File: config.mk
export PLATFORM = sky130hd
export DESIGN_NAME = grouped_irq_ctrl
export DESIGN_NICKNAME = d
export VERILOG_FILES = /design/src/rtl/gpic_pkg.sv /design/src/rtl/gpic_datapath.sv /design/src/rtl/gpic_control.sv /design/src/rtl/grouped_irq_ctrl.sv
export SDC_FILE = /design/constraint.sdc
export NUM_CORES = 1
export LEC_CHECK = 0
export BUFFER_PORTS_ARGS = -buffer_cell sky130_fd_sc_hd__buf_2
export CAP_MARGIN = 25
export CORE_ASPECT_RATIO = 0.9
export CORE_MARGIN = 4
export CORE_UTILIZATION = 54
export DETAILED_ROUTE_END_ITERATION = 12
export GPL_TIMING_DRIVEN = 0
export PLACE_DENSITY = 0.78
export SYNTH_ARGS = -nofsm -noshare
export SYNTH_HDL_FRONTEND = slang
export SYNTH_SLANG_ARGS = --single-unit
File: constraint.sdc
create_clock -name clk -period 29.6 [get_ports clk]
set_clock_uncertainty 0.15 [all_clocks]
set_input_delay 7.4 -clock clk [delete_from_list [all_inputs] [get_ports clk]]
set_output_delay 7.4 -clock clk [all_outputs]
set_load 0.005 [all_outputs]
File: src/rtl/gpic_pkg.sv
package gpic_pkg;
  localparam int SRC_COUNT = 18;
  localparam int GRP_COUNT = 6;
  localparam int LVL_BITS  = 2;

  typedef enum logic [1:0] {
    SEL_ENABLE = 2'd0,
    SEL_LEVEL  = 2'd1,
    SEL_WAKE   = 2'd2,
    SEL_CTRL   = 2'd3
  } regSel_e;

  typedef struct packed {
    logic ackTake;
    logic retTake;
  } ctrlStrobe_t;
endpackage

File: src/rtl/gpic_datapath.sv
module gpic_datapath
  import gpic_pkg::*;
#(
  parameter int NUM_SRC = SRC_COUNT,
  parameter int NUM_GRP = GRP_COUNT,
  parameter int PRI_W   = LVL_BITS,
  localparam int VEC_W  = $clog2(NUM_SRC),
  localparam int PRI_BITS = NUM_GRP * PRI_W
) (
  input  logic               clk,
  input  logic               rstN,
  input  logic [NUM_SRC-1:0] irqReq,
  input  logic               sleepMode,
  input  logic               regWr,
  input  logic [1:0]         regAddr,
  input  logic [NUM_SRC-1:0] regWdata,
  output logic [NUM_SRC-1:0] regRdata,
  input  ctrlStrobe_t        strobe,
  output logic               bestValid,
  output logic [VEC_W-1:0]   bestVec,
  output logic [PRI_W-1:0]   bestLevel,
  output logic               wakeOut
);
  logic [NUM_SRC-1:0]  enMask;
  logic [NUM_SRC-1:0]  wakeMask;
  logic [PRI_BITS-1:0] grpLevel;
  logic                globalEn;
  logic [NUM_SRC-1:0]  pend;
  logic [NUM_SRC-1:0]  reqPrev;
  logic [NUM_SRC-1:0]  rise;
  logic [NUM_SRC-1:0]  cand;
  logic [NUM_SRC-1:0]  clrMask;
  logic [PRI_W-1:0]    srcLevel [NUM_SRC];

  // each source inherits the level of group (index mod group count)
  for (genvar s = 0; s < NUM_SRC; s++) begin : g_srcLevel
    assign srcLevel[s] = grpLevel[(s % NUM_GRP)*PRI_W +: PRI_W];
  end

  assign rise = irqReq & ~reqPrev;
  assign cand = pend & enMask & {NUM_SRC{globalEn}};
  assign clrMask = strobe.ackTake ? ({{(NUM_SRC-1){1'b0}}, 1'b1} << bestVec) : '0;

  // strictly-greater compare keeps the lower index on a tie
  always_comb begin
    bestValid = 1'b0;
    bestVec   = '0;
    bestLevel = '0;
    for (int s = 0; s < NUM_SRC; s++) begin
      if (cand[s] && (!bestValid || srcLevel[s] > bestLevel)) begin
        bestValid = 1'b1;
        bestVec   = VEC_W'(s);
        bestLevel = srcLevel[s];
      end
    end
  end

  always_ff @(posedge clk) begin
    if (!rstN) begin
      enMask   <= '0;
      wakeMask <= '0;
      grpLevel <= '0;
      globalEn <= 1'b0;
      pend     <= '0;
      reqPrev  <= '0;
    end else begin
      reqPrev <= irqReq;
      // a fresh edge wins over a clear of the same source
      pend    <= (pend & ~clrMask) | rise;
      if (regWr) begin
        unique case (regAddr)
          SEL_ENABLE: enMask   <= regWdata;
          SEL_LEVEL:  grpLevel <= regWdata[PRI_BITS-1:0];
          SEL_WAKE:   wakeMask <= regWdata;
          default:    globalEn <= regWdata[0];
        endcase
      end
    end
  end

  always_comb begin
    unique case (regAddr)
      SEL_ENABLE: regRdata = enMask;
      SEL_LEVEL:  regRdata = {{(NUM_SRC-PRI_BITS){1'b0}}, grpLevel};
      SEL_WAKE:   regRdata = wakeMask;
      default:    regRdata = {{(NUM_SRC-1){1'b0}}, globalEn};
    endcase
  end

  assign wakeOut = sleepMode & (|(pend & wakeMask));

  AST_PEND_ON_RISE: assert property (@(posedge clk) disable iff (!rstN)
    (|rise) |=> ((pend & $past(rise)) == $past(rise)));
  AST_ACK_CLEARS: assert property (@(posedge clk) disable iff (!rstN)
    strobe.ackTake |=> ((pend & $past(clrMask & ~rise)) == '0));
endmodule

File: src/rtl/gpic_control.sv
module gpic_control
  import gpic_pkg::*;
#(
  parameter int PRI_W = LVL_BITS,
  localparam int NUM_LVL = 1 << PRI_W
) (
  input  logic             clk,
  input  logic             rstN,
  input  logic             irqAck,
  input  logic             irqRet,
  input  logic             bestValid,
  input  logic [PRI_W-1:0] bestLevel,
  output logic             irqValid,
  output ctrlStrobe_t      strobe
);
  // levels in service always nest strictly upward, so one bit per level holds the stack
  logic [NUM_LVL-1:0] activeMask;
  logic [PRI_W-1:0]   topLevel;
  logic               anyActive;
  logic [NUM_LVL-1:0] pushMask;
  logic [NUM_LVL-1:0] popMask;

  always_comb begin
    anyActive = |activeMask;
    topLevel  = '0;
    for (int l = 0; l < NUM_LVL; l++) begin
      if (activeMask[l]) topLevel = PRI_W'(l);
    end
  end

  assign irqValid       = bestValid && (!anyActive || bestLevel > topLevel);
  assign strobe.retTake = irqRet && anyActive;
  assign strobe.ackTake = irqAck && irqValid && !irqRet;

  assign pushMask = strobe.ackTake ? ({{(NUM_LVL-1){1'b0}}, 1'b1} << bestLevel) : '0;
  assign popMask  = strobe.retTake ? ({{(NUM_LVL-1){1'b0}}, 1'b1} << topLevel) : '0;

  always_ff @(posedge clk) begin
    if (!rstN) activeMask <= '0;
    else       activeMask <= (activeMask & ~popMask) | pushMask;
  end

  AST_PUSH_LEVEL: assert property (@(posedge clk) disable iff (!rstN)
    strobe.ackTake |=> activeMask[$past(bestLevel)]);
  AST_PUSH_ABOVE: assert property (@(posedge clk) disable iff (!rstN)
    strobe.ackTake |-> ((activeMask >> bestLevel) == '0));
  AST_RET_POP: assert property (@(posedge clk) disable iff (!rstN)
    strobe.retTake |=> ($countones(activeMask) == $countones($past(activeMask)) - 1));
  AST_RET_IDLE: assert property (@(posedge clk) disable iff (!rstN)
    (irqRet && !anyActive && !irqAck) |=> (activeMask == '0));
endmodule

File: src/rtl/grouped_irq_ctrl.sv
module grouped_irq_ctrl
  import gpic_pkg::*;
#(
  parameter int NUM_SRC = SRC_COUNT,
  parameter int NUM_GRP = GRP_COUNT,
  parameter int PRI_W   = LVL_BITS,
  localparam int VEC_W  = $clog2(NUM_SRC)
) (
  input  logic               clk,
  input  logic               rstN,
  input  logic [NUM_SRC-1:0] irqReq,
  input  logic               irqAck,
  input  logic               irqRet,
  input  logic               sleepMode,
  input  logic               regWr,
  input  logic [1:0]         regAddr,
  input  logic [NUM_SRC-1:0] regWdata,
  output logic [NUM_SRC-1:0] regRdata,
  output logic               irqValid,
  output logic [VEC_W-1:0]   irqVector,
  output logic               wakeOut
);
  ctrlStrobe_t      strobe;
  logic             bestValid;
  logic [PRI_W-1:0] bestLevel;

  gpic_datapath #(.NUM_SRC(NUM_SRC), .NUM_GRP(NUM_GRP), .PRI_W(PRI_W)) u_dp (
    .clk(clk), .rstN(rstN), .irqReq(irqReq), .sleepMode(sleepMode),
    .regWr(regWr), .regAddr(regAddr), .regWdata(regWdata), .regRdata(regRdata),
    .strobe(strobe), .bestValid(bestValid), .bestVec(irqVector),
    .bestLevel(bestLevel), .wakeOut(wakeOut)
  );

  gpic_control #(.PRI_W(PRI_W)) u_ctl (
    .clk(clk), .rstN(rstN), .irqAck(irqAck), .irqRet(irqRet),
    .bestValid(bestValid), .bestLevel(bestLevel),
    .irqValid(irqValid), .strobe(strobe)
  );
endmodule

# Word level (Yosys, flattened, before mapping)
# Cells that the tools add are included.
[totals]
regBits = 89
in_bits = 44
output_inout_bits = 25
elab_cells = 169
[op_classes]
order_cmp = 18
eq_ne = 2
n_shift = 3
mux = 60
bitwise_logic = 13
reduce_logical = 66
[ops]
columns = ["op", "count"]
rows = [
  ["$and 18x18->18", 5],
  ["$pmux 18 s3", 1],
  ["$mux 2", 22],
  ["$mux 4", 10],
  ["$gt 2x2->1", 18],
  ["$not 18->18", 2],
  ["$logic_and 1x1->1", 21],
  ["$mux 1", 20],
  ["$logic_not 1->1", 19],
  ["$logic_or 1x1->1", 18],
  ["$mux 18", 1],
  ["$or 18x18->18", 1],
  ["$reduce_or 18->1", 1],
  ["$shl 1x5->18 const A", 1],
  ["$mux 3", 4],
  ["$mux 5", 2],
  ["$reduce_and 2->1", 4],
  ["$shl 1x2->4 const A", 2],
  ["$and 4x4->4", 1],
  ["$not 4->4", 1],
  ["$or 4x4->4", 1],
  ["$reduce_or 4->1", 1],
  ["$reduce_or 3->1", 1],
  ["$eq 2x1->1 const B", 1],
  ["4 further kinds", 4],
]

# Longest topological paths before layout
[logic_depth]
depth_word = 80
mapped_depth = 125
mapped_depth_nobuf = 124

# Modules after synthesis
# A second synthesis with hierarchy kept.
[unflattened]
cells_unflattened = 750
hier_area_um2 = 5815.6
[modules_own_cells]
columns = ["module", "n_inst", "cells_each", "area_each_um2", "seq_area_each_um2"]
rows = [
  ["gpic_datapath", 1, 717, 5532.8, 1701.6],
  ["gpic_control", 1, 33, 282.8, 80.1],
]

# Least setup slack after synthesis
# OpenSTA, ideal clock, no wires.
[synth_timing]
path_kind = "reg-to-output"
startpoint = "register u_dp.grpLevel[1]"
endpoint = "output port irqValid"
arrival_time_ns = 21.955
required_ns = 22.050
setup_slack_ns = 0.095
path_stages_with_launch = 116
path_cell_list = "dfxtp_1 > clkbuf_1 > inv_1 > nor3_1 > inv_1 > ha_1 > nor2b_1 > o311ai_1 > mux2_2 > inv_1 > ha_1 > nand2_1 > o21ai_0 > a211oi_1 > o21ai_1 > ha_1 > nor2b_1 > o2111ai_1 > (+80 left out) > ha_1 > nand2_1 > o21ai_0 > a21o_1 > inv_1 > nor4_1 > a311oi_1 > o31ai_4 > inv_1 > ha_1 > nand2_1 > o21ai_0 > a21oi_2 > mux2_2 > ha_1 > a21oi_1 > a21oi_1 > a41oi_1"
[synth_via]
elab_chain_len = 72
[synth_lines]
columns = ["element", "line", "rtl"]
rows = [
  ["start: declaration", "gpic_datapath.sv:26", "logic [PRI_BITS-1:0] grpLevel;"],
  ["start signal: assignment", "gpic_datapath.sv:73", "SEL_LEVEL: grpLevel <= regWdata[PRI_BITS-1:0];"],
  ["$mux 2", "gpic_datapath.sv:50", "if (cand[s] && (!bestValid || srcLevel[s] > bestLevel)) begin"],
  ["$gt 2x2->1", "gpic_datapath.sv:50", ""],
  ["$logic_or 1x1->1", "gpic_datapath.sv:50", ""],
  ["$logic_and 1x1->1", "gpic_datapath.sv:50", ""],
  ["$mux 2 or $mux 1 (tied branches)", "gpic_datapath.sv:50", ""],
  ["$gt 2x2->1 or $logic_not 1->1 (tied branches)", "gpic_datapath.sv:50", ""],
  ["$logic_or 1x1->1", "gpic_datapath.sv:50", ""],
  ["$logic_and 1x1->1", "gpic_datapath.sv:50", ""],
  ["(+56 left out)", "n/a", ""],
  ["$mux 2 or $mux 1 (tied branches)", "gpic_datapath.sv:50", ""],
  ["$gt 2x2->1 or $logic_not 1->1 (tied branches)", "gpic_datapath.sv:50", ""],
  ["$logic_or 1x1->1", "gpic_datapath.sv:50", ""],
  ["$logic_and 1x1->1", "gpic_datapath.sv:50", ""],
  ["$mux 2", "gpic_datapath.sv:50", ""],
  ["$gt 2x2->1", "gpic_control.sv:31", "assign irqValid = bestValid && (!anyActive || bestLevel > topLevel);"],
  ["$logic_or 1x1->1", "gpic_control.sv:31", ""],
  ["$logic_and 1x1->1 *", "gpic_control.sv:31", ""],
  ["end: declaration", "grouped_irq_ctrl.sv:19", "output logic irqValid,"],
]
# Every way passes the cells marked *; elsewhere a longest branch is shown, timed or not.

# Final worst setup path
# Ends and elaborated chain as after synthesis.

==> reports/results.ini <==
[cells_and_area]
final_nets = 984
diodes = 0
postLayoutCoreUtil_pct = 75.8
fin_area_sq_mm = 0.00793
syn_to_final_growth_pct = 34.6
ff_latch_area_sq_mm = 0.00179
instances_no_fill = 1048
n_fill_cell = 753
drive_above_1_share_pct = 30.4
multi_input_area_sq_mm = 0.00463

[yosys]
yosysUniqueCellTypes = 74
synth_top_area_share_pct = 30.2
syn_area_sq_mm = 0.00590
ys_seq_area_share_pct = 30.2
synth_area_leaders = dfxtp_1 (30%), nand2_1 (10%), a21oi_1 (5.9%), ha_1 (5.5%), nand2b_1 (3.5%)
synth_edf_count = 0
ys_ff_latch = 89
synthArstFlopShare_pct = 0
yosys_warnings = 0
avgSynthCellArea_sq_um = 7.58
synth_ff_type = dfxtp_1
yosys.area.top_type = dfxtp_1
syn_inst = 778
syn_nets = 848

[run]
maxCapViolations = 0

[sta]
layout_setup_ws_ns = -0.331
rsz0062_at_grt = yes
worst_pin_slew_ns = 0.998
slew_violations = 0
max-slew-margin-rel_pct = 32.9
setup_viol = 1
max_freq_ghz = 0.0334
fin_crit_sh_pct = 101
hold_viol = 0
fin_crit_ns = 29.93

[floorplanning]
die_w_microns = 118
core-area_sq_mm = 0.0105
dieArea_sq_mm = 0.0127
die_h_microns = 107
num_rows = 35
num_io_pins = 69
start_util_pct = 56.3

[route]
route.detailed.drc = 0
via_per_inst = 6.54
via_count = 6857
routedWlPerCell_microns = 21.6
routed_wl_mm = 22.7
first_pass_iters = 6
postRouteAntennaNets = 0
drt_iter0_drc = 703

[placed_design]
postPlaceCellArea_sq_mm = 0.00640
dp_hpwl_mm = 16.0
dpl.cell_count = 975
io_buffer_count = 68
place_congestion = 0.978

[critical_path]
worst-endpoint-required_ns = 22.05
worstSetupStartpointType = flop
critPathMostFrequentCell = ha_4
critPathTopFamily = compound AO/OA/AOI/OAI gates
setup.worst_path.class = reg2out
cp_max_fo = 7
endpoint_kind = output port
critPathArrivalTime_ns = 22.38
critPathMaxStageDelay_ns = 0.45
crit_buf_inv = 7
slowest_stage = dfxtp_4

[global_routing]
grt_pass1_vias = 6143
overflow = 0
grt_max_degree = 19
grt_pass1_wl_mm = 32.3
antenna_found_initial = 1
grt.total_usage_pct = 32.1

[power_and_ir_drop]
p_seq_share_pct = 47.2
p_per_area_mw_per_mm2 = 35.3
combPwrFrac_pct = 12.5
p_total_uw = 280
p_int_uw = 199
p_clk_share_pct = 40.3
swShare_pct = 29.2
p_leak_nw = 3.27
p_sw_uw = 81.8
max-vdd-ir-drop_mv = 0.0324

[clock_tree]
cts_root_buffer = clkbuf_16
clk_latency_ns = 0.34
numCtsBuffers = 9
cts_tree = done
cts_sinks = 89
htree_levels = 3
clk_pin_slew_ns = 0.07
clk_path_buf_depth = 2

[hold_path]
hold_path_class = reg2reg

[run_status]
violations = setup timing
outcome = finished, violations left

-- cell type report --
| class | instances | area share, % |
|---|---|---|
| Tap cell | 129 | 2.03 |
| Clock buffer | 9 | 2.84 |
| Inverter | 25 | 1.29 |
| Buffer | 36 | 2.05 |
| Multi-Input combinational cell | 627 | 58.4 |
| Timing Repair Buffer | 126 | 9.87 |
| Clock inverter | 7 | 0.915 |
| Sequential cell | 89 | 22.6 |
-- placed cells by master (no fill, tap or decap), types with 6 or more instances in the layout --
cell / instances
a31oi_1: 13
ha_4: 15
nand3_1: 24
nor2_4: 8
buf_2: 69
and3_1: 12
ha_1: 9
a21oi_1: 63
nand2_1: 154
a21oi_2: 9
o21ai_1: 7
dfxtp_1: 85
nor3_1: 6
clkbuf_16: 9
and2_1: 24
o21a_1: 6
inv_1: 17
mux2_4: 7
o211ai_1: 9
a22oi_1: 14
buf_4: 57
mux2i_1: 18
nand2b_1: 33
o21ai_0: 17
nor2_1: 35
clkbuf_1: 27
-- cell families (layout without fill, tap and decap cells) --
logic type | after synthesis | after routing | synth area share, %
adders and majority gates | 27 | 27 | 5.69
AOI/OAI and AO/OA | 229 | 229 | 27.9
buffers and inverters | 62 | 203 | 4.20
muxes | 26 | 26 | 4.78
DFF | 89 | 89 | 30.2
and+or+nand+nor | 345 | 345 | 27.2
-- state kept, by name (all words and copies together), names as in the netlist --
name / flops
u_dp.reqPrev: 18
u_ctl.activeMask: 4
u_dp.grpLevel: 12
u_dp.enMask: 18
u_dp.globalEn: 1
u_dp.pend: 18
u_dp.wakeMask: 18
-- Yosys cell counts (all sizes together) (3+ instances only) --
library cell,count
a211oi,3
a21o,6
a21oi,73
a221oi,3
a22o,4
a22oi,15
a311oi,4
a31oi,18
a41oi,10
and2,24
and3,12
buf,9
clkbuf,28
dfxtp,89
ha,26
inv,25
mux2,7
mux2i,18
nand2,161
nand2b,33
nand3,26
nand4,5
nor2,48
nor2b,9
nor3,13
nor4,5
o2111ai,5
o211a,3
o211ai,9
o21a,7
o21ai,34
o22ai,5
o31ai,8
or2,3
or3,4
-- per-layer routing --
metal  part of all wire (%)  routed length, microns  vias to the layer above  GRT usage (%)
li1                       -                       -                     3085              -
met1                     39                    8900                     3185           43.0
met2                     45                   10100                      464           50.9
met3                     11                    2420                      121           6.01
met4                    5.3                    1190                        2           13.5
met5                  0.031                       7                        -              0
-- tightest hold or removal path, stage by stage (launching register included) --
cell and delay, ns:
dfxtp_1 0.32, nand2_1 0.06, a21oi_1 0.05
-- path summary, 6_finish.rpt --
check / slack (ns) / to / cells after the start / startpoint
worst max register to register: 5.99 / u_dp.pend[5] / 121 / u_dp.grpLevel[1]
worst min-delay path: 0.33 / u_dp.wakeMask[8] / 2 / u_dp.wakeMask[8]
worst min register to register: 0.33 / u_dp.wakeMask[8] / 2 / u_dp.wakeMask[8]
worst max-delay path: -0.33 / irqValid / 120 / u_dp.grpLevel[1]
-- power groups by stage --
stage / Combinational (mW) / Clock (mW) / Sequential [mW]
after floorplan: 0.0186 / 0 / 0.131
after global placement: 0.0284 / 0 / 0.134
after detailed placement: 0.0294 / 0 / 0.134
after CTS: 0.0300 / 0.113 / 0.131
after global routing: 0.0383 / 0.118 / 0.132
final: 0.0352 / 0.113 / 0.132
-- per-stage QoR --
step	TNS (ns)	worst slack (ns)	hold slack, ns
after global routing	-3.18	-1.06	0.340
after CTS	-3.18	-1.05	0.324
after detailed placement	-20.45	-4.08	0.313
final	-0.331	-0.331	0.327
after global placement	-17.41	-3.55	0.306
after floorplan	0	0.0947	0.296
-- repair_timing --
item,4_1_cts,5_1_grt
setup buffers,9,49
hold buffers,0,0
pin swaps,11,87
resized for setup,37,137
setup endpoints to repair,6,6
(Power assumes the default switching activity.)
